==> config.mk <==
export PLATFORM = sky130hd
export DESIGN_NAME = ucode_ctrl_top
export DESIGN_NICKNAME = d
export VERILOG_FILES = /design/src/rtl/ucode_pkg.sv /design/src/rtl/ucode_op_store.sv /design/src/rtl/ucode_ctl_store.sv /design/src/rtl/ucode_seq.sv /design/src/rtl/ucode_ctrl_top.sv
export SDC_FILE = /design/constraint.sdc
export NUM_CORES = 1
export LEC_CHECK = 0
export ABC_AREA = 1
export BUFFER_PORTS_ARGS = -buffer_cell sky130_fd_sc_hd__clkbuf_2
export CORE_MARGIN = 2
export CORE_UTILIZATION = 40
export CTS_BUF_LIST = sky130_fd_sc_hd__clkbuf_8 sky130_fd_sc_hd__clkbuf_16
export DETAILED_ROUTE_END_ITERATION = 8
export PLACE_DENSITY = 0.84
export REMOVE_ABC_BUFFERS = 1
export SLEW_MARGIN = 20
export SYNTH_ARGS = -nofsm -noshare
export SYNTH_HDL_FRONTEND = slang
export SYNTH_SLANG_ARGS = --single-unit
==> constraint.sdc <==
create_clock -name clk -period 1.9 [get_ports clk]
set_clock_uncertainty 0.1 [all_clocks]
set_input_delay 0.19 -clock clk [delete_from_list [all_inputs] [get_ports clk]]
set_output_delay 0.19 -clock clk [all_outputs]
set_load 0.005 [all_outputs]
==> src/rtl/ucode_pkg.sv <==
package ucode_pkg;

    localparam int UPC_W   = 4;
    localparam int OP_W    = 4;
    localparam int OPC_W   = 6;
    localparam int UPC_DEP = 1 << UPC_W;
    localparam int OP_DEP  = 1 << OP_W;

    typedef enum logic [1:0] {
        NXT_INC      = 2'd0,
        NXT_DISPATCH = 2'd1,
        NXT_FETCH    = 2'd2
    } nxt_sel_e;

    typedef enum logic [OP_W-1:0] {
        RT_NOP      = 4'd0,
        RT_FETCH    = 4'd1,
        RT_DECODE   = 4'd2,
        RT_ADDR     = 4'd3,
        RT_MEM_RD   = 4'd4,
        RT_LOAD_WB  = 4'd5,
        RT_MEM_WR   = 4'd6,
        RT_ALU_EXE  = 4'd7,
        RT_ALU_WB   = 4'd8,
        RT_BRANCH   = 4'd9,
        RT_JUMP     = 4'd10
    } rt_op_e;

    typedef struct packed {
        logic       pc_wr;
        logic       pc_wr_if_zero;
        logic       addr_from_alu;
        logic       rd_mem;
        logic       wr_mem;
        logic       ir_load;
        logic       wb_from_mem;
        logic       dst_is_rd;
        logic       rf_wr;
        logic       alu_a_is_reg;
        logic [1:0] alu_b_sel;
        logic [1:0] alu_func;
        logic [1:0] pc_next_sel;
    } ctrl_t;

    localparam int CTRL_W = $bits(ctrl_t);

    // micro-program entry points
    localparam logic [UPC_W-1:0] UA_FETCH    = 4'd0;
    localparam logic [UPC_W-1:0] UA_DECODE   = 4'd1;
    localparam logic [UPC_W-1:0] UA_LD_ADDR  = 4'd2;
    localparam logic [UPC_W-1:0] UA_LD_READ  = 4'd3;
    localparam logic [UPC_W-1:0] UA_LD_WB    = 4'd4;
    localparam logic [UPC_W-1:0] UA_ST_ADDR  = 4'd5;
    localparam logic [UPC_W-1:0] UA_ST_WRITE = 4'd6;
    localparam logic [UPC_W-1:0] UA_RR_EXE   = 4'd7;
    localparam logic [UPC_W-1:0] UA_RR_WB    = 4'd8;
    localparam logic [UPC_W-1:0] UA_BR       = 4'd9;
    localparam logic [UPC_W-1:0] UA_JMP      = 4'd10;

    // instruction opcodes decoded by the dispatch step
    localparam logic [OPC_W-1:0] OPC_RR   = 6'h00;
    localparam logic [OPC_W-1:0] OPC_JMP  = 6'h02;
    localparam logic [OPC_W-1:0] OPC_BR   = 6'h04;
    localparam logic [OPC_W-1:0] OPC_LOAD = 6'h23;
    localparam logic [OPC_W-1:0] OPC_STOR = 6'h2B;

    // first level: micro-address to transfer code
    function automatic rt_op_e op_of_upc(input logic [UPC_W-1:0] a);
        case (a)
            UA_FETCH:    return RT_FETCH;
            UA_DECODE:   return RT_DECODE;
            UA_LD_ADDR:  return RT_ADDR;
            UA_LD_READ:  return RT_MEM_RD;
            UA_LD_WB:    return RT_LOAD_WB;
            UA_ST_ADDR:  return RT_ADDR;
            UA_ST_WRITE: return RT_MEM_WR;
            UA_RR_EXE:   return RT_ALU_EXE;
            UA_RR_WB:    return RT_ALU_WB;
            UA_BR:       return RT_BRANCH;
            UA_JMP:      return RT_JUMP;
            default:     return RT_NOP;
        endcase
    endfunction

    // sequencing table, kept apart from the control stores
    function automatic nxt_sel_e nxt_of_upc(input logic [UPC_W-1:0] a);
        case (a)
            UA_FETCH, UA_LD_ADDR, UA_LD_READ,
            UA_ST_ADDR, UA_RR_EXE:           return NXT_INC;
            UA_DECODE:                       return NXT_DISPATCH;
            default:                         return NXT_FETCH;
        endcase
    endfunction

    // dispatch table: opcode to first micro-address of its routine
    function automatic logic [UPC_W-1:0] dispatch_upc(input logic [OPC_W-1:0] opc);
        case (opc)
            OPC_LOAD: return UA_LD_ADDR;
            OPC_STOR: return UA_ST_ADDR;
            OPC_RR:   return UA_RR_EXE;
            OPC_BR:   return UA_BR;
            OPC_JMP:  return UA_JMP;
            default:  return UA_FETCH;
        endcase
    endfunction

    // second level: transfer code to control lines
    function automatic ctrl_t expand_op(input logic [OP_W-1:0] c);
        ctrl_t w;
        w = '0;
        case (c)
            RT_FETCH: begin         // IR <- MEM[PC], PC <- PC + 4
                w.rd_mem    = 1'b1;
                w.ir_load   = 1'b1;
                w.alu_b_sel = 2'd1;
                w.pc_wr     = 1'b1;
            end
            RT_DECODE: begin        // A, B <- RF ; ALUOut <- PC + offset
                w.alu_b_sel = 2'd3;
            end
            RT_ADDR: begin          // ALUOut <- A + imm
                w.alu_a_is_reg = 1'b1;
                w.alu_b_sel    = 2'd2;
            end
            RT_MEM_RD: begin        // MDR <- MEM[ALUOut]
                w.rd_mem        = 1'b1;
                w.addr_from_alu = 1'b1;
            end
            RT_LOAD_WB: begin       // RF[rt] <- MDR
                w.rf_wr       = 1'b1;
                w.wb_from_mem = 1'b1;
            end
            RT_MEM_WR: begin        // MEM[ALUOut] <- B
                w.wr_mem        = 1'b1;
                w.addr_from_alu = 1'b1;
            end
            RT_ALU_EXE: begin       // ALUOut <- A func B
                w.alu_a_is_reg = 1'b1;
                w.alu_func     = 2'd2;
            end
            RT_ALU_WB: begin        // RF[rd] <- ALUOut
                w.rf_wr     = 1'b1;
                w.dst_is_rd = 1'b1;
            end
            RT_BRANCH: begin        // if A == B then PC <- ALUOut
                w.alu_a_is_reg  = 1'b1;
                w.alu_func      = 2'd1;
                w.pc_wr_if_zero = 1'b1;
                w.pc_next_sel   = 2'd1;
            end
            RT_JUMP: begin          // PC <- {PC upper, target, 2'b00}
                w.pc_wr       = 1'b1;
                w.pc_next_sel = 2'd2;
            end
            default: w = '0;
        endcase
        return w;
    endfunction

endpackage

==> src/rtl/ucode_op_store.sv <==
module ucode_op_store
    import ucode_pkg::*;
#(
    parameter int AW = UPC_W,
    localparam int DEP = 1 << AW
) (
    input  logic [AW-1:0] upc,
    output rt_op_e        op
);
    rt_op_e rom [DEP];

    for (genvar g = 0; g < DEP; g++) begin : g_row
        assign rom[g] = op_of_upc(UPC_W'(g));
    end

    assign op = rom[upc];
endmodule

==> src/rtl/ucode_ctl_store.sv <==
module ucode_ctl_store
    import ucode_pkg::*;
#(
    parameter int CW = OP_W,
    localparam int DEP = 1 << CW
) (
    input  logic [CW-1:0] op,
    output ctrl_t         ctrl
);
    ctrl_t rom [DEP];

    for (genvar g = 0; g < DEP; g++) begin : g_row
        assign rom[g] = expand_op(OP_W'(g));
    end

    assign ctrl = rom[op];
endmodule

==> src/rtl/ucode_seq.sv <==
module ucode_seq
    import ucode_pkg::*;
#(
    parameter int AW = UPC_W,
    localparam int DEP = 1 << AW
) (
    input  logic             clk,
    input  logic             rst,
    input  logic [OPC_W-1:0] opcode,
    output logic [AW-1:0]    upc
);
    nxt_sel_e    nxt_tbl [DEP];
    nxt_sel_e    nxt;
    logic [AW-1:0] upc_d;

    for (genvar g = 0; g < DEP; g++) begin : g_nxt
        assign nxt_tbl[g] = nxt_of_upc(UPC_W'(g));
    end

    assign nxt = nxt_tbl[upc];

    always_comb begin
        case (nxt)
            NXT_INC:      upc_d = upc + 1'b1;
            NXT_DISPATCH: upc_d = dispatch_upc(opcode);
            default:      upc_d = UA_FETCH;
        endcase
    end

    always_ff @(posedge clk) begin
        if (rst) upc <= UA_FETCH;
        else     upc <= upc_d;
    end

    AST_RESET_TO_FETCH: assert property (@(posedge clk)
        rst |=> (upc == UA_FETCH));
    AST_FETCH_THEN_DECODE: assert property (@(posedge clk) disable iff (rst)
        (upc == UA_FETCH) |=> (upc == UA_DECODE));
    AST_LOAD_DISPATCH: assert property (@(posedge clk) disable iff (rst)
        (upc == UA_DECODE && opcode == OPC_LOAD) |=> (upc == UA_LD_ADDR));
    AST_STEP_INC: assert property (@(posedge clk) disable iff (rst)
        (nxt == NXT_INC) |=> (upc == $past(upc) + 1'b1));
    AST_RETURN_FETCH: assert property (@(posedge clk) disable iff (rst)
        (nxt == NXT_FETCH) |=> (upc == UA_FETCH));
    AST_OPC_OFF_DECODE: assert property (@(posedge clk) disable iff (rst)
        (upc != UA_DECODE) |=> (upc == UA_FETCH || upc == $past(upc) + 1'b1));
endmodule

==> src/rtl/ucode_ctrl_top.sv <==
module ucode_ctrl_top
    import ucode_pkg::*;
(
    input  logic              clk,
    input  logic              rst,
    input  logic [OPC_W-1:0]  opcode,
    output logic [UPC_W-1:0]  upc,
    output logic [OP_W-1:0]   op_code,
    output logic [CTRL_W-1:0] ctrl
);
    rt_op_e op_s;
    ctrl_t  ctrl_s;

    ucode_seq #(.AW(UPC_W)) u_seq (
        .clk    (clk),
        .rst    (rst),
        .opcode (opcode),
        .upc    (upc)
    );

    ucode_op_store #(.AW(UPC_W)) u_lvl1 (
        .upc (upc),
        .op  (op_s)
    );

    ucode_ctl_store #(.CW(OP_W)) u_lvl2 (
        .op   (op_s),
        .ctrl (ctrl_s)
    );

    assign op_code = op_s;
    assign ctrl    = ctrl_s;

    AST_MEM_EXCL: assert property (@(posedge clk) disable iff (rst)
        !(ctrl_s.rd_mem && ctrl_s.wr_mem));
    AST_PCWR_EXCL: assert property (@(posedge clk) disable iff (rst)
        $onehot0({ctrl_s.pc_wr, ctrl_s.pc_wr_if_zero}));
    AST_SHARED_ADDR: assert property (@(posedge clk) disable iff (rst)
        (upc == UA_LD_ADDR || upc == UA_ST_ADDR) |-> (op_s == RT_ADDR));
    AST_FETCH_WORD: assert property (@(posedge clk) disable iff (rst)
        (upc == UA_FETCH) |-> (ctrl_s.ir_load && ctrl_s.pc_wr));
endmodule

* After elaboration in Yosys (flattened, before gate mapping)
Memories as Yosys holds them, arrays and structs flattened. Cells that the tools add are included.
Cells by class: add/sub/neg operators 1, magnitude comparators 2, equality and inequality tests 5, mux-type cells 8, bitwise gates (word level) 2, reduce and logical (&&, ||, !) cells 2
Operators with widths (number):
- two-way mux 16 bit | 2
- one-hot mux 4 bit (5 select lines) | 1
- equality test 6 bit, second input constant | 2
- >= comparator 5 bit, second input constant | 2
- NOT 4 -> 5 bit | 2
- two-way mux 4 bit | 2
- one-hot mux 4 bit (2 select lines) | 1
- equality test 6 x 2 -> 1 bit, second input constant | 1
- equality test 6 x 3 -> 1 bit, second input constant | 1
- logical NOT 6 bit | 1
- adder 4 x 1 -> 4 bit, second input constant | 1
- two-way mux 2 bit | 2
- equality test 2 x 1 -> 1 bit, second input constant | 1
- logical NOT 2 bit | 1
Word-level totals: flip-flop bits (word level) 4, memory bits (read-only) 352, input bits 8, output and inout port bits 24, word-level logic and storage cells 24, memories kept 3
Memory list:
- (no name shown) | depth 16, width 16, rd ports 1, clocked after memory_dff 0, wr ports 0, RTL line ucode_ctl_store.sv:16 | assign ctrl = rom[op];
- (no name shown) | depth 16, width 4, rd ports 1, clocked after memory_dff 0, wr ports 0, RTL line ucode_op_store.sv:16 | assign op = rom[upc];
- (no name shown) | depth 16, width 2, rd ports 1, clocked after memory_dff 0, wr ports 0, RTL line ucode_seq.sv:20 | assign nxt = nxt_tbl[upc];

* Depth between registers and ports, before layout
depth in word-level cells 8, gate-level depth with buffers 10, gate-level depth less buffers 9

* Modules after synthesis
From an unflattened synthesis, not the netlist that was laid out.
Unflattened totals: cell total of the unflattened synthesis 116, area total of the unflattened synthesis 698.2 um^2
By module, submodules not included:
- ucode_seq | instances 1, cells each 54, area each 335.3 um^2, seq. area each 80.1 um^2
- ucode_ctl_store | instances 1, cells each 38, area each 227.7 um^2, seq. area each 0.0 um^2
- ucode_op_store | instances 1, cells each 24, area each 135.1 um^2, seq. area each 0.0 um^2

* Worst setup path before layout
Ideal clock, no wire load.
kind register to output, from register u_seq.upc[1], to output port ctrl[14], arrival 1.711 ns, data required time 1.610 ns, setup slack -0.101 ns, stages on the path, launching flop included 11, cells stage by stage dfxtp_1 inv_1 ha_1 inv_1 nor2_2 a21oi_1 inv_1 ha_1 inv_1 nor2_1 buf_4
On the way: cells in the longest elaborated chain, start to end 8
Ends and longest elaborated chain:
- start: declaration | RTL line ucode_seq.sv:10 | output logic [AW-1:0] upc
- start signal: assignment | RTL line ucode_seq.sv:32 | else upc <= upc_d;
- NOT 4 -> 5 bit (implied by the code) | RTL line ucode_op_store.sv:16
- memory (16 x 4 bit)
- two-way mux 4 bit (implied by the code) (2 in a row) | RTL line ucode_op_store.sv:16
- via op_code[0] | RTL line ucode_ctrl_top.sv:8 | output logic [OP_W-1:0] op_code,
- NOT 4 -> 5 bit (implied by the code) | RTL line ucode_ctl_store.sv:16
- memory (16 x 16 bit)
- two-way mux 16 bit (implied by the code) (2 in a row) | RTL line ucode_ctl_store.sv:16
- end: declaration | RTL line ucode_ctrl_top.sv:9 | output logic [CTRL_W-1:0] ctrl
The timed path passes the listed nets, and every way through them passes these cells. The select of a mux whose other input is x is not followed.

* Worst setup path after layout
from register u_seq.upc[0], to output port ctrl[15]
On the way: cells in the longest elaborated chain, start to end 8
Ends and longest elaborated chain (RTL line):
- NOT 4 -> 5 bit (implied by the code) | ucode_op_store.sv:16
- memory (16 x 4 bit)
- two-way mux 4 bit (implied by the code) (2 in a row) | ucode_op_store.sv:16
- NOT 4 -> 5 bit (implied by the code) | ucode_ctl_store.sv:16
- memory (16 x 16 bit)
- two-way mux 16 bit (implied by the code) (2 in a row) | ucode_ctl_store.sv:16
Every way passes these cells. The select of a mux whose other input is x is not followed.

==> run summary <==
Max Fclk -> 506 MHz
RSZ-0062 raised after global routing -> true
Synth async-reset ratio -> 0
CTS tree -> done
Rows -> 14
Hold/Removal Path Class -> input pin to flip-flop
Slew HR -> 0.815
Mapped Cells -> 99
sequential share of the synthesized area -> 0.129
VDD IR max -> 0.000828 V
area grow syn2layout -> 75.9%
Synth cell types -> 19
post-route minimum period -> 1.98 ns
M3 GR Usage -> 0.0375
half-perimeter wire length after placement -> 1200 µm
startpoint types -> flip-flop
gr ovfl total -> 0
count leader, synth -> inv_1
status -> finished with violations
Final WS setup -> -0.0765 ns
Synth Register Bits -> 4
aggregate global-route resource usage -> 0.171
max reg flops -> 4
TritonCTS Buffers -> 3
worst skew pair latency -> 0.21 ns
CTS max path bufs -> 2
detailed-route DRC error count -> 0
starting density of the core -> 0.418
Slew Limit Fails -> 0
kind of critical path -> flip-flop to output pin
worst slack, placed -> -0.0351 ns
core area -> 0.00149 mm²
routed len/inst -> 10.2 µm
crit path DAT -> 1.69 ns
Post-synth EDFFs -> 0
vias in the first global route -> 656
final setup violating endpoints -> 13
CP peak stage delay -> 0.36 ns
Slowest-stage cell, CP -> dfxtp_4
layout cell share with drive strength beyond 1 -> 0.616
most used cell, CP -> ha_4
Static Leak -> 0.577 nW
ant diodes -> 0
H-tree depth -> 1
CP endpoint kind -> output pin
Max-cap violations -> 0
initial drt markers -> 6
failing checks -> negative setup slack
synth cell count leaders -> inv_1 (18), nor2_1 (17), nand2_1 (15)
largest net degree at the start of global routing -> 10
Sinks on Clock Net -> 4
Yosys warning count -> 0
cts hold-fix bufs -> 0
M1 GR Usage -> 0.172
Die X -> 43.5 µm
Nets -> 166
total wire length -> 1650 µm
setup TNS -> -0.608 ns
vias per inst -> 4.75
largest registers -> u_seq.upc (4)
via count -> 770
first-pass GRT wire length -> 2460 µm
Yosys top cell by area -> ha_1
top cells by area, synth -> ha_1 (20%), dfxtp_1 (13%), inv_1 (11%)
die span in y -> 43.5 µm
drt pass-1 iters -> 4
met2 Use GR -> 0.349
Yosys top cell area share -> 0.201
full die area -> 0.00189 mm²
PortBufs -> 31
Least-Margin Pin Slew -> 0.276 ns
reg2reg setup slack -> 0.59 ns
CTS Root Cell -> clkbuf_8
initial antenna violation count -> 0
PD cells -> 1120 mW/mm²
CP cell instances -> inv_6 > ha_4 > nand2_2 > o211ai_2 > o21ai_4 > inv_4 > ha_4 > inv_2 > o22ai_2 > clkbuf_2
Fin. Hold Viols -> 0
CP Data Required Time -> 1.61 ns
Synth Area per Inst -> 6.29 µm²
GRT busiest layer -> met2
routability cong. -> 0.790
final core occ -> 0.736
Cell Area, Synth -> 623 µm²
Reg clk slew, reported paths -> 0.03 ns
Final period util -> 1.04
I/O Pins -> 32
most flop-heavy register -> u_seq.upc
CP Max Fanout -> 5
final hold slack -> 0.0777 ns
commonest register cell after synthesis -> dfxtp_1
antenna viol nets, final -> 0
## logic make-up after synthesis
group | synth area share
DFF | 0.129
and+or+nand+nor | 0.351
AOI/OAI and AO/OA | 0.163
adders and majority gates | 0.201
buffers and inverters | 0.157
## worst max-delay path, delay by kind of cell (launching register included)
| family | cells | cell delay [ns] |
|---|---|---|
| fa+ha+maj | 2 | 0.39 |
| compound gates | 3 | 0.34 |
| buf+inv | 4 | 0.33 |
| simple gates | 1 | 0.05 |
| flops | 1 | 0.36 |
## final timing paths
check,start,end,depth (start not counted)
worst max-delay path,u_seq.upc[0],ctrl[15],10
worst min-delay path,rst,u_seq.upc[0],2
worst max register to register,u_seq.upc[0],u_seq.upc[2],6
worst min register to register,u_seq.upc[2],u_seq.upc[3],3
## timing repair
action                                  4_1_cts  5_1_grt
endpoints found under the setup margin       14       15
resized for setup                            27       22
setup buffers                                 6        2
hold endpoints to repair                      0        0
pin swaps                                    15        8
## layout make-up
type / count / area, µm²
repair buffers: 46 / 279
inverters: 22 / 97.6
fillers: 118 / 393
clock buffers: 3 / 41.3
multi-input cells: 71 / 569
well taps: 16 / 20.0
flip-flops and latches: 4 / 88.8
## per-stage QoR
step	power [mW]	cell area (µm²)	cells
floorplan	0.485	608	97
global placement	0.709	836	151
detailed placement	0.732	836	151
CTS	1.10	1010	160
global route	1.33	1100	162
finish	1.23	1100	162
## report_power, final
part,switching (mW),internal [mW]
registers,0.0219,0.106
clock network,0.0383,0.135
logic,0.482,0.448
## routing by layer
layer,vias up,share of wire
met2,27,0.55
li1,400,-
met1,341,0.39
met4,0,0.0042
met3,2,0.060
met5,-,0
## layout by cell type, fill, tap and decap left out, types with 3 or more instances in the layout
cell type / instances
buf_2: 4
inv_2: 8
nor2_1: 15
ha_4: 6
nand3_1: 5
a21oi_1: 4
inv_1: 10
buf_4: 12
nand2_1: 13
clkbuf_8: 3
buf_6: 3
ha_1: 3
clkbuf_2: 27
o22ai_2: 3
nand2_4: 3
nor2_2: 4
(Power assumes the default switching activity.)
